File: src/rtl/dct8_pkg.sv
package dct8_pkg;
  // Weight format: signed, 11 fraction bits
  localparam int CW    = 12;
  localparam int CFRAC = 11;

  localparam logic signed [CW-1:0] WA = 12'sd1004; // cos(pi/16)/2
  localparam logic signed [CW-1:0] WB = 12'sd851;  // cos(3pi/16)/2
  localparam logic signed [CW-1:0] WC = 12'sd569;  // cos(5pi/16)/2
  localparam logic signed [CW-1:0] WD = 12'sd200;  // cos(7pi/16)/2
  localparam logic signed [CW-1:0] WM = 12'sd946;  // cos(pi/8)/2
  localparam logic signed [CW-1:0] WN = 12'sd392;  // cos(3pi/8)/2
  localparam logic signed [CW-1:0] WP = 12'sd724;  // cos(pi/4)/2

  // Weights of odd row r, operand k at bits [k*CW +: CW]
  function automatic logic [4*CW-1:0] odd_row(int r);
    case (r)
      0:       return {WD, WC, WB, WA};
      1:       return {-WC, -WA, -WD, WB};
      2:       return {WB, WD, -WA, WC};
      default: return {-WA, WB, -WC, WD};
    endcase
  endfunction

  // Weights of the two-operand even rows (F2, F6)
  function automatic logic [4*CW-1:0] pair_row(int r);
    if (r == 0) return {{(2*CW){1'b0}}, WN, WM};
    return {{(2*CW){1'b0}}, -WM, WN};
  endfunction

  function automatic logic [4*CW-1:0] dc_row();
    return {{(3*CW){1'b0}}, WP};
  endfunction
endpackage

File: src/rtl/dct8_presum.sv
module dct8_presum #(
  parameter int DW = 8,
  parameter int PW = DW + 3
) (
  input  logic [8*DW-1:0] x,
  output logic [8*PW-1:0] ps
);
  function automatic logic signed [PW-1:0] sx(logic [DW-1:0] v);
    return {{(PW-DW){v[DW-1]}}, v};
  endfunction

  logic signed [PW-1:0] s [8];

  always_comb begin
    for (int i = 0; i < 8; i++) s[i] = sx(x[i*DW +: DW]);
    // order: even total, even alternating, four mirrored diffs, two second-level diffs
    ps[0*PW +: PW] = s[0] + s[1] + s[2] + s[3] + s[4] + s[5] + s[6] + s[7];
    ps[1*PW +: PW] = s[0] - s[1] - s[2] + s[3] + s[4] - s[5] - s[6] + s[7];
    ps[2*PW +: PW] = s[0] - s[7];
    ps[3*PW +: PW] = s[1] - s[6];
    ps[4*PW +: PW] = s[2] - s[5];
    ps[5*PW +: PW] = s[3] - s[4];
    ps[6*PW +: PW] = s[0] - s[3] - s[4] + s[7];
    ps[7*PW +: PW] = s[1] - s[2] - s[5] + s[6];
  end
endmodule

File: src/rtl/dct8_ctrl.sv
module dct8_ctrl #(
  parameter int PW = 11
) (
  input  logic clk,
  input  logic rst_n,
  input  logic start,
  output logic load,
  output logic step,
  output logic last,
  output logic done
);
  localparam int CNTW = $clog2(PW);

  logic            busy_q;
  logic [CNTW-1:0] cnt_q;

  assign load = start && !busy_q;
  assign step = busy_q;
  assign last = busy_q && (cnt_q == CNTW'(PW - 1));

  always_ff @(posedge clk) begin
    if (!rst_n) begin
      busy_q <= 1'b0;
      cnt_q  <= '0;
      done   <= 1'b0;
    end else begin
      done <= last;
      if (load) begin
        busy_q <= 1'b1;
        cnt_q  <= '0;
      end else if (step) begin
        cnt_q <= cnt_q + CNTW'(1);
        if (last) busy_q <= 1'b0;
      end
    end
  end
endmodule

File: src/rtl/dct8_da_kernel.sv
module dct8_da_kernel #(
  parameter int K     = 4,
  parameter int PW    = 11,
  parameter int LW    = 15,
  parameter int AW    = 26,
  parameter int SHIFT = 9,
  parameter int OW    = 14,
  parameter logic [4*dct8_pkg::CW-1:0] COEF = '0
) (
  input  logic          clk,
  input  logic          rst_n,
  input  logic          clr,
  input  logic          step,
  input  logic          last,
  input  logic [K-1:0]  bits,
  output logic [OW-1:0] y
);
  import dct8_pkg::*;

  localparam logic signed [AW-1:0] HALF = AW'(1) << (SHIFT - 1);

  // Constant table entry: sum of the weights whose select bit is set
  function automatic logic signed [LW-1:0] entry(int e);
    logic signed [LW-1:0] acc;
    logic signed [CW-1:0] c;
    acc = '0;
    for (int k = 0; k < K; k++) begin
      c = COEF[k*CW +: CW];
      if (e[k]) acc = acc + {{(LW-CW){c[CW-1]}}, c};
    end
    return acc;
  endfunction

  logic signed [LW-1:0] lut [2**K];
  for (genvar e = 0; e < 2**K; e++) begin : g_lut
    assign lut[e] = entry(e);
  end

  logic signed [LW-1:0] lut_out, term;
  logic signed [AW-1:0] ext, acc_q, acc_nxt, rsum;

  always_comb begin
    lut_out = lut[bits];
    term    = last ? -lut_out : lut_out;   // sign bit carries negative weight
    ext     = {{(AW-LW){term[LW-1]}}, term};
    acc_nxt = (acc_q >>> 1) + (ext <<< (PW - 1));
    rsum    = acc_nxt + HALF;
  end

  always_ff @(posedge clk) begin
    if (!rst_n) begin
      acc_q <= '0;
      y     <= '0;
    end else begin
      if (clr) acc_q <= '0;
      else if (step) acc_q <= acc_nxt;
      if (step && last) y <= OW'(rsum >>> SHIFT);
    end
  end
endmodule

File: src/rtl/dct8_da.sv
module dct8_da #(
  parameter int DW    = 8,
  parameter int OW    = 14,
  parameter int OFRAC = 2
) (
  input  logic          clk,
  input  logic          rst_n,
  input  logic          start,
  input  logic [8*DW-1:0] x_in,
  output logic [8*OW-1:0] coef_out,
  output logic          done
);
  import dct8_pkg::*;

  localparam int PW    = DW + 3;
  localparam int LW    = CW + 3;
  localparam int AW    = LW + PW;
  localparam int SHIFT = CFRAC - OFRAC;

  logic load_w, step_w, last_w;
  logic [8*PW-1:0] ps;
  logic signed [PW-1:0] ps_q [8];
  logic [OW-1:0] fy [8];

  dct8_presum #(.DW(DW), .PW(PW)) u_presum (.x(x_in), .ps(ps));

  dct8_ctrl #(.PW(PW)) u_ctrl (
    .clk(clk), .rst_n(rst_n), .start(start),
    .load(load_w), .step(step_w), .last(last_w), .done(done)
  );

  // Pre-sum registers shift right so bit 0 is the current serial bit
  always_ff @(posedge clk) begin
    if (!rst_n) begin
      for (int i = 0; i < 8; i++) ps_q[i] <= '0;
    end else if (load_w) begin
      for (int i = 0; i < 8; i++) ps_q[i] <= ps[i*PW +: PW];
    end else if (step_w) begin
      for (int i = 0; i < 8; i++) ps_q[i] <= ps_q[i] >>> 1;
    end
  end

  // F0, F4: single operand
  for (genvar g = 0; g < 2; g++) begin : g_dc
    dct8_da_kernel #(.K(1), .PW(PW), .LW(LW), .AW(AW), .SHIFT(SHIFT), .OW(OW),
                     .COEF(dc_row())) u_k (
      .clk(clk), .rst_n(rst_n), .clr(load_w), .step(step_w), .last(last_w),
      .bits(ps_q[g][0]), .y(fy[4*g])
    );
  end

  // F1, F3, F5, F7: four mirrored differences
  for (genvar r = 0; r < 4; r++) begin : g_odd
    dct8_da_kernel #(.K(4), .PW(PW), .LW(LW), .AW(AW), .SHIFT(SHIFT), .OW(OW),
                     .COEF(odd_row(r))) u_k (
      .clk(clk), .rst_n(rst_n), .clr(load_w), .step(step_w), .last(last_w),
      .bits({ps_q[5][0], ps_q[4][0], ps_q[3][0], ps_q[2][0]}), .y(fy[2*r+1])
    );
  end

  // F2, F6: two second-level differences
  for (genvar e = 0; e < 2; e++) begin : g_even
    dct8_da_kernel #(.K(2), .PW(PW), .LW(LW), .AW(AW), .SHIFT(SHIFT), .OW(OW),
                     .COEF(pair_row(e))) u_k (
      .clk(clk), .rst_n(rst_n), .clr(load_w), .step(step_w), .last(last_w),
      .bits({ps_q[7][0], ps_q[6][0]}), .y(fy[2+4*e])
    );
  end

  for (genvar u = 0; u < 8; u++) begin : g_out
    assign coef_out[u*OW +: OW] = fy[u];
  end
endmodule

File: config.mk
export PLATFORM = sky130hd
export DESIGN_NAME = dct8_da
export DESIGN_NICKNAME = d
export VERILOG_FILES = /design/src/rtl/dct8_pkg.sv /design/src/rtl/dct8_presum.sv /design/src/rtl/dct8_ctrl.sv /design/src/rtl/dct8_da_kernel.sv /design/src/rtl/dct8_da.sv
export SDC_FILE = /design/constraint.sdc
export NUM_CORES = 1
export LEC_CHECK = 0
export ABC_CLOCK_PERIOD_IN_PS = 5400
export CELL_PAD_IN_SITES_DETAIL_PLACEMENT = 0
export CELL_PAD_IN_SITES_GLOBAL_PLACEMENT = 1
export CORE_ASPECT_RATIO = 1.4
export CORE_MARGIN = 8
export CORE_UTILIZATION = 42
export DETAILED_ROUTE_END_ITERATION = 10
export PLACE_DENSITY = 0.78
export SYNTH_ARGS = -nofsm -noshare
export SYNTH_HDL_FRONTEND = slang
export SYNTH_SLANG_ARGS = --single-unit
File: constraint.sdc
create_clock -name clk -period 5.4 [get_ports clk]
set_clock_uncertainty 0.05 [all_clocks]
set_input_delay 0.81 -clock clk [delete_from_list [all_inputs] [get_ports clk]]
set_output_delay 0.81 -clock clk [all_outputs]
set_load 0.02 [all_outputs]
# [After elaboration in Yosys (flattened, before gate mapping)]
# Memory sizes are Yosys's and may differ from the RTL's.
# Index checks and enable logic that the tools add are counted.
[classes] bitwise_logic=21 n_reduce_logical=5 n_eq_ne=1 n_mux=55 order_cmp=4 add_sub_neg=49
[op_table] op="two-way mux 15 bit" n=24
[op_table] op="adder 25 x 25 -> 26 bit" n=8
[op_table] op="adder 23 x 10 -> 23 bit, second input constant" n=8
[op_table] op="two-way mux 11 bit" n=16
[op_table] op="negator 15 bit" n=8
[op_table] op="adder 11 x 8 -> 11 bit" n=10
[op_table] op="subtractor 8 x 8 -> 9 bit" n=7
[op_table] op="binary-select mux 15 bit (select 2 bit)" n=2
[op_table] op="subtractor 9 x 8 -> 10 bit" n=3
[op_table] op="subtractor 11 x 8 -> 11 bit" n=2
[op_table] op="two-way mux 10 bit" n=2
[op_table] op="bitwise OR 1 bit" n=16
[op_table] op="two-way mux 1 bit" n=11
[op_table] op="adder 9 x 8 -> 10 bit" n=1
[op_table] op="adder 8 x 8 -> 9 bit" n=1
[op_table] op="greater-or-equal comparator 5 bit, second input constant" n=1
[op_table] op="inverter 4 -> 5 bit" n=1
[op_table] op="adder 4 x 1 -> 4 bit, second input constant" n=1
[op_table] op="== test 4 bit, second input constant" n=1
[op_table] op="greater-or-equal comparator 2 bit, second input constant" n=2
[op_table] op="inverter 1 -> 2 bit" n=2
[op_table] op="greater-or-equal comparator 3 bit, second input constant" n=1
[op_table] op="logical AND 1 bit" n=3
[op_table] op="inverter 2 -> 3 bit" n=1
[op_table] op="other kinds (3)" n=3
[word_totals] elab_cells=159 romBits=960 in_bits=67 reg_bits=326 ramBits=88 n_memories=5
[mem_list] name="(name not given)" words=16 width=15 read_ports=1 rd_ports_with_merged_regs=0 wr=0 line="dct8_da_kernel.sv:43" text="lut_out = lut[bits];"
[mem_list] name="(name not given)" words=16 width=15 read_ports=1 rd_ports_with_merged_regs=0 wr=0 line="dct8_da_kernel.sv:43"
[mem_list] name="(name not given)" words=16 width=15 read_ports=1 rd_ports_with_merged_regs=0 wr=0 line="dct8_da_kernel.sv:43"
[mem_list] name="(name not given)" words=16 width=15 read_ports=1 rd_ports_with_merged_regs=0 wr=0 line="dct8_da_kernel.sv:43"
[mem_list] name="ps_q" words=8 width=11 read_ports=8 rd_ports_with_merged_regs=0 wr=8 line="dct8_da.sv:22" text="logic signed [PW-1:0] ps_q [8];"

# [Longest topological paths before layout]
# Gate-level depths: netlist of the first run.
[logic_depth] depth_word=9 ltp_mapped=22 mapped_depth_nobuf=22

# [Cells and area by module]
# A second synthesis of the first run with hierarchy kept.
[unflattened] hier_cells=3437 area_unflattened_um2=30700.7
[modules_own_cells] mod="dct8_presum" cells_per_inst=715 instances=1 area_each_um2=6548.8
[modules_own_cells] mod="dct8_da_kernel at g_dc[0].u_k ..." cells_per_inst=311 instances=2 area_each_um2=2477.4
[modules_own_cells] mod="dct8_da" cells_per_inst=257 instances=1 area_each_um2=3910.0
[modules_own_cells] mod="dct8_da_kernel at g_odd[3].u_k" cells_per_inst=323 instances=1 area_each_um2=2695.1
[modules_own_cells] mod="dct8_da_kernel at g_odd[2].u_k" cells_per_inst=331 instances=1 area_each_um2=2660.1
[modules_own_cells] mod="dct8_da_kernel at g_odd[1].u_k" cells_per_inst=325 instances=1 area_each_um2=2633.8
[modules_own_cells] mod="dct8_da_kernel at g_odd[0].u_k" cells_per_inst=321 instances=1 area_each_um2=2628.8
[modules_own_cells] mod="dct8_da_kernel at g_even[0].u_k" cells_per_inst=264 instances=1 area_each_um2=2188.3
[modules_own_cells] mod="dct8_da_kernel at g_even[1].u_k" cells_per_inst=251 instances=1 area_each_um2=2177.1
[modules_own_cells] mod="dct8_ctrl" cells_per_inst=28 instances=1 area_each_um2=304.0

# [Worst setup path after synthesis of the first run]
# No wires, ideal clock.
[synth_path] path_kind="input port to flip-flop" from="in x_in[16]" to="mem ps_q[1][9], in the netlist ps_q[0][20] (data pin)" slack_ps=-177 n_path_buf=0 t_required_ps=5093 stages=19 t_arrival_ps=5270 cell_sequence="inv_1 > fa_1 > ha_1 > a21o_1 > a21oi_1 > o21bai_1 > a21oi_1 > o21bai_1 > a21oi_1 > xor2_1 > fa_1 > fa_1 > fa_1 > inv_1 > ha_1 > a21boi_0 > o21a_1 > or3_1 > a32o_1"
[synth_rtl] item="start, declared" line="dct8_da.sv:9" text="input logic [8*DW-1:0] x_in,"
[synth_rtl] item="end, declared" line="dct8_da.sv:22"

==> results.cfg, run 1 <==
[timing]
tightest_slew_ps = 1100
period_needed_ps = 5270
max_freq_mhz = 190
hold_viol = 0
drv_slew = 0
holdWs_ps = 399
rsz0062_at_grt = yes
finalSetupViolations = 0
fin_tns_setup_ps = 0
timing.slew.headroom = 0.267
period_share = 0.975

[global_route]
grt_pass1_wl_um = 128000
grt.total_usage = 0.212
antenna_found_initial = 0
grt_overflow = 0
grt_pass1_vias = 24100
grt_max_degree = 169

[clocking]
clk_latency_ps = 590
clockRootBuffer = clkbuf_16
h-tree-depth = 2
postCtsHoldBufs = 0
clk_pin_slew_ps = 60
cts_inserted_buffers = 40
cts_buffer_depth = 3
clock_sinks = 338
cts_tree = yes

[logic_synthesis]
ys.flop_type = dfxtp_1
synth_area_sq_um = 27500
synth.distinct_cells = 88
synthTopCellsByArea = dfxtp_1, ha_1, edfxtp_1, fa_1, xnor2_1
yosys.area.top_type = dfxtp_1
synth_fp_nets = 3628
synth_top_area_frac = 0.185
yosysWarningCount = 0
async_flop_share = 0
yosys_register_bits = 338
syn_avg_cell_area_sq_um = 8.66
synth_edf_count = 84
yosysSeqAreaShare = 0.277
synthCells = 3170

[power_and_ir_drop]
p_seq_frac = 0.250
p_comb_frac = 0.501
clockPowerShare = 0.249
irDropWorstVdd_mv = 0.380
switching_share = 0.381
power.internal_w = 0.00736
netSwitchingPower_w = 0.00453
leakagePower_nw = 13.5
p_total_w = 0.0119
p_per_area_nw_per_um2 = 367

[routing]
drtIter0Drc = 1268
drc = 0
drt-wirelength-per-cell_um = 18.7
drt_first_pass_iters = 5
wirelength_um = 79500
ant_nets = 0
vias_per_cell = 5.48
vias = 23300

[finish]
mostFrequentLayoutCell = nor2_1
mostFrequentLayoutCells = nor2_1, ha_1, dfxtp_1
synthToLayoutAreaGrowth_pct = 18.1
seqCellArea_sq_um = 7610
fin_area_sq_um = 32400
drive_above_1_share = 0.0864
diodes = 0
num-nets-final = 3839
multi_input_area_sq_um = 18700
fillCellCount = 6230

[die]
core_area_sq_um = 65100
dieArea_sq_um = 74000
rows = 111
design.portCount = 180
initial_core_util = 0.422
die_h_um = 319
die_w_um = 232

[placement]
io_buffer_count = 179
post-dp-hpwl_um = 61400
gp_congestion = 0.867
dpl_cell_area_sq_um = 30800

[setup_path]
startpoint_type = input port
r2r-end = g_odd[2].u_k.y[13]
r2r-start = ps_q[0][22]
r2r_slack_ps = 370
crit_required_ps = 5670
reg2reg_depth = 17
cp_data_arrival_time_ps = 5540
cp-end-kind = flop
crit_fanout = 3
path_class = input port to flop

[hold_path]
hold-path-endpoint = g_even[1].u_k.y[4]
hold_depth = 2
hp-class = flop to flop
hp-start = g_even[1].u_k.y[4]

[job]
max_cap_viol_count = 0

[outcome]
status = complete, no violations
[power by group through the flow]
stage | combinational, W | clock (W) | sequential, W
2_1_floorplan | 0.00389 | 0 | 0.00299
3_3_place_gp | 0.00545 | 0 | 0.00302
3_5_place_dp | 0.00561 | 0 | 0.00303
4_1_cts | 0.00578 | 0.00305 | 0.00297
5_1_grt | 0.00665 | 0.00313 | 0.00299
6_report | 0.00596 | 0.00296 | 0.00297
[worst max-delay path by stage]
stage,endpoint,slack [ps],from
after CTS,ps_q[0][20],30,x_in[18]
after floorplan,ps_q[0][20],5,x_in[16]
after detailed placement,ps_q[0][21],-990,x_in[16]
after global placement,ps_q[0][10],-830,x_in[1]
final,ps_q[0][20],130,x_in[19]
after global routing,ps_q[0][10],-30,x_in[17]
[synthesized netlist by cell type, drive strengths merged, types with 7 or more instances]
master and number:
o211ai 13, a31oi 23, inv 253, xor2 115, a21o 44, a22o 13
nand2 246, nand3b 7, clkbuf 99, nor3b 7, mux2i 93, dfxtp 254
fa 121, nand2b 22, and3 29, nor3 81, nor4 9, nand3 67
o21ai 151, o21a 23, o2111ai 10, o31ai 23, a211oi 118, ha 270
a21oi 196, a2111oi 10, o22ai 7, nand4 23, nor2b 34, a21boi 11
a31o 8, xnor2 173, or3 17, and2 17, or2 11, nor2 353
o21bai 36, buf 26, edfxtp 84
[routing by layer]
layer  up-vias  GRT usage  routed length, um
met5         -          0                  0
met4         0     0.0846               3180
met3       145     0.0260               2980
met2       465      0.401              41800
met1     11200      0.235              31500
li1      11500          -                  -
[registers in the layout (all words and copies together) (netlist names)]
register / cells
g_dc.u_k.acc_q: 34
g_odd.u_k.y: 56
g_dc.u_k.y: 28
ps_q: 84
g_odd.u_k.acc_q: 68
u_ctrl.done: 1
u_ctrl.step: 1
g_even.u_k.y: 28
u_ctrl.cnt_q: 4
g_even.u_k.acc_q: 34
[final cells by class]
class / instances / share of cell area
Multi-Input combinational cell: 2454 / 0.577
Sequential cell: 338 / 0.235
Timing Repair Buffer: 294 / 0.0823
Clock buffer: 52 / 0.0354
Tap cell: 847 / 0.0327
Inverter: 253 / 0.0296
Clock inverter: 22 / 0.00872
[repair_timing]
action	CTS	global route
hold endpoints to repair	0	0
setup endpoints to repair	6	7
cloned	0	0
buffers inserted	1	4
pin swaps	25	39
resized for setup	32	49
[cell families after synthesis]
kind of cell / Yosys count / synth area share
muxes: 95 / 0.0347
buffers and inverters: 378 / 0.0521
adders and majority gates: 392 / 0.212
AOI/OAI and AO/OA: 737 / 0.176
and+or+nand+nor: 942 / 0.157
xor gates and xnor gates: 288 / 0.0921
DFF: 338 / 0.277
[worst max-delay path, cell delays in order]
cell	delay [ps]
dlygate4sd2_1	270
fa_2	630
ha_1	240
inv_1	100
nor2_1	70
nor2_2	180
o21bai_1	120
a21oi_2	160
o21bai_1	110
a21oi_2	160
xor2_1	100
fa_1	490
inv_1	50
fa_1	480
inv_1	60
fa_1	530
inv_1	60
ha_4	240
o21a_1	120
or3_1	310
a32o_1	250
[through the flow]
step           setup slack (ps)   util  instances
4_1_cts                    30.7  0.496       4257
2_1_floorplan              4.74      -       3170
5_1_grt                   -28.3  0.498       4260
3_5_place_dp               -992  0.473       4182
3_3_place_gp               -829  0.473       4182
6_report                    133  0.498       4260
Power figures use the tool's default switching activity.
==> run 2: changes to the inputs <==
Settings changed: CORE_UTILIZATION 42 to 43, CTS_BUF_LIST set to sky130_fd_sc_hd__clkbuf_4 sky130_fd_sc_hd__clkbuf_8, PLACE_DENSITY 0.78 to 0.81.
==> run 2 against run 1 <==
Effect of this change: cell area is 0.29% lower; clock power shrank 5%; critical path depth fell by 3; global-route usage rose by 0.15 points; highest routed layer unchanged; total power fell by 2.3%; non-clock buffer count fell by 3; worst hold slack about the same; count of clock-buffer cells in the layout rose by 33.
==> results.cfg, run 2 (synthesized netlist as in run 1, its figures left out) <==
[clocking]
cts_inserted_buffers = 58
clk_pin_slew_ps = 70
cts_tree = yes
cts_buffer_depth = 3
clockRootBuffer = clkbuf_8
clock_sinks = 338
postCtsHoldBufs = 0
h-tree-depth = 2
clk_latency_ps = 680

[setup_path]
crit_fanout = 2
r2r-end = g_odd[2].u_k.y[13]
cp-end-kind = flop
startpoint_type = input port
reg2reg_depth = 19
crit_required_ps = 5770
r2r_slack_ps = 620
r2r-start = ps_q[0][33]
cp_data_arrival_time_ps = 5680
path_class = input port to flop

[finish]
largest-register = ps_q
instances_no_fill = 4276
mostFrequentLayoutCells = nor2_1, ha_1, dfxtp_1
mostFrequentLayoutCell = nor2_1
drive_above_1_share = 0.0886
largest_register_ffs = 84
synthToLayoutAreaGrowth_pct = 17.7
num-nets-final = 3854
reg.largest.list = ps_q x84, g_odd.u_k.acc_q x68, g_odd.u_k.y x56

[routing]
drt-wirelength-per-cell_um = 18.4
wl_met3_um = 3240
drt_first_pass_iters = 7
wirelength_um = 78800
ant_nets = 0
vias = 23400
dr_wl_met2_um = 40800
drc = 0
met1Wirelength_um = 31100
vias_per_cell = 5.46
dr.max_layer_used = met4
drtIter0Drc = 1100

[placement]
io_buffer_count = 179
gp_congestion = 0.949
dpl.cell_count = 4164
post-dp-hpwl_um = 60900

[timing]
hold_viol = 0
drv_slew = 0
period_share = 0.984
timing.slew.headroom = 0.310
finalSetupViolations = 0
period_needed_ps = 5310
tightest_slew_ps = 1030
max_freq_mhz = 188
holdWs_ps = 398

[global_route]
grt_max_degree = 93
antenna_found_initial = 1
grt_pass1_wl_um = 126000
grt_overflow = 0
grt.total_usage = 0.214
grt_pass1_vias = 23700

[outcome]
status = complete, no violations

[die]
die_w_um = 230
rows = 109
core_area_sq_um = 63100
die_h_um = 315
dieArea_sq_um = 72300
initial_core_util = 0.435
design.portCount = 180

[hold_path]
hold_depth = 2
hp-start = g_odd[2].u_k.y[2]
hold-path-endpoint = g_odd[2].u_k.y[2]
hp-class = flop to flop

[job]
max_cap_viol_count = 0

[power_and_ir_drop]
p_per_area_nw_per_um2 = 359
leakagePower_nw = 13.5
irDropWorstVdd_mv = 0.534
==> run 2: cell types whose count changed in the layout (fill, tap and decap cells not counted), sizes merged <==
cell,before,now
clkbuf,59,85
buf,116,112
inv,258,254
clkdlybuf4s50,164,167
clkinv,8,11
dlygate4sd2,4,7
bufinv,5,7
clkdlybuf4s15,0,2
clkinvlp,4,3
diode,0,1
==> run 2: worst max-delay path by stage <==
stage               startpoint          end  cells past startpoint
floorplan             x_in[16]  ps_q[0][20]                     20
global placement      x_in[10]  ps_q[0][20]                     21
detailed placement    x_in[10]  ps_q[0][20]                     21
CTS                    x_in[3]   ps_q[0][9]                     19
global route           x_in[1]   ps_q[0][9]                     22
finish                 x_in[4]  ps_q[0][20]                     18
==> run 2: area by class of cell <==
type / instances / area (sq um)
multi-input cells: 2454 / 18700
diodes: 1 / 2.50
well taps: 832 / 1040
inverters: 253 / 958
repair buffers: 291 / 2660
flip-flops and latches: 338 / 7610
fillers: 6013 / 30800
clock buffers: 85 / 1090
clock inverters: 22 / 304
==> run 2: stage by stage <==
stage                      util  setup slack, ps  instance area [sq um]  total power [W]  setup TNS, ps
final                     0.512             87.0                  32300           0.0116              0
after global routing      0.512            -45.7                  32300           0.0125           -108
after CTS                 0.509             9.31                  32200           0.0115              0
after detailed placement  0.487             -916                  30700          0.00858          -8140
after global placement    0.487             -864                  30700          0.00846          -6950
after floorplan               -             4.74                  27500          0.00688              0
==> run 2: timing repair <==
item / 4_1_cts / 5_1_grt
pin swaps: 11 / 30
gates resized for setup: 18 / 31
setup endpoints to repair: 5 / 5
setup buffers: 0 / 4
==> run 2: power breakdown <==
part           switching (W)  total (W)  internal (W)  leakage [nW]
logic                0.00316    0.00583       0.00267          9.78
clock network        0.00118    0.00281       0.00164         0.729
registers           0.000103    0.00297       0.00287          3.00
==> run 2: critical path, stage by stage <==
cell	delay (ps)
clkdlybuf4s50_1	460
fa_1	540
buf_4	160
ha_1	320
inv_1	160
o21bai_4	90
a21oi_4	160
xnor2_2	90
fa_1	560
fa_1	440
fa_1	540
inv_1	50
ha_1	320
o21ai_1	130
a21boi_1	120
o21a_1	190
or3_1	300
a32o_1	240
==> run 2: layer usage <==
layer / global-route usage / up-vias
li1: - / 11500
met1: 0.235 / 11100
met2: 0.403 / 547
met3: 0.0283 / 160
met4: 0.0937 / 0
met5: 0 / -
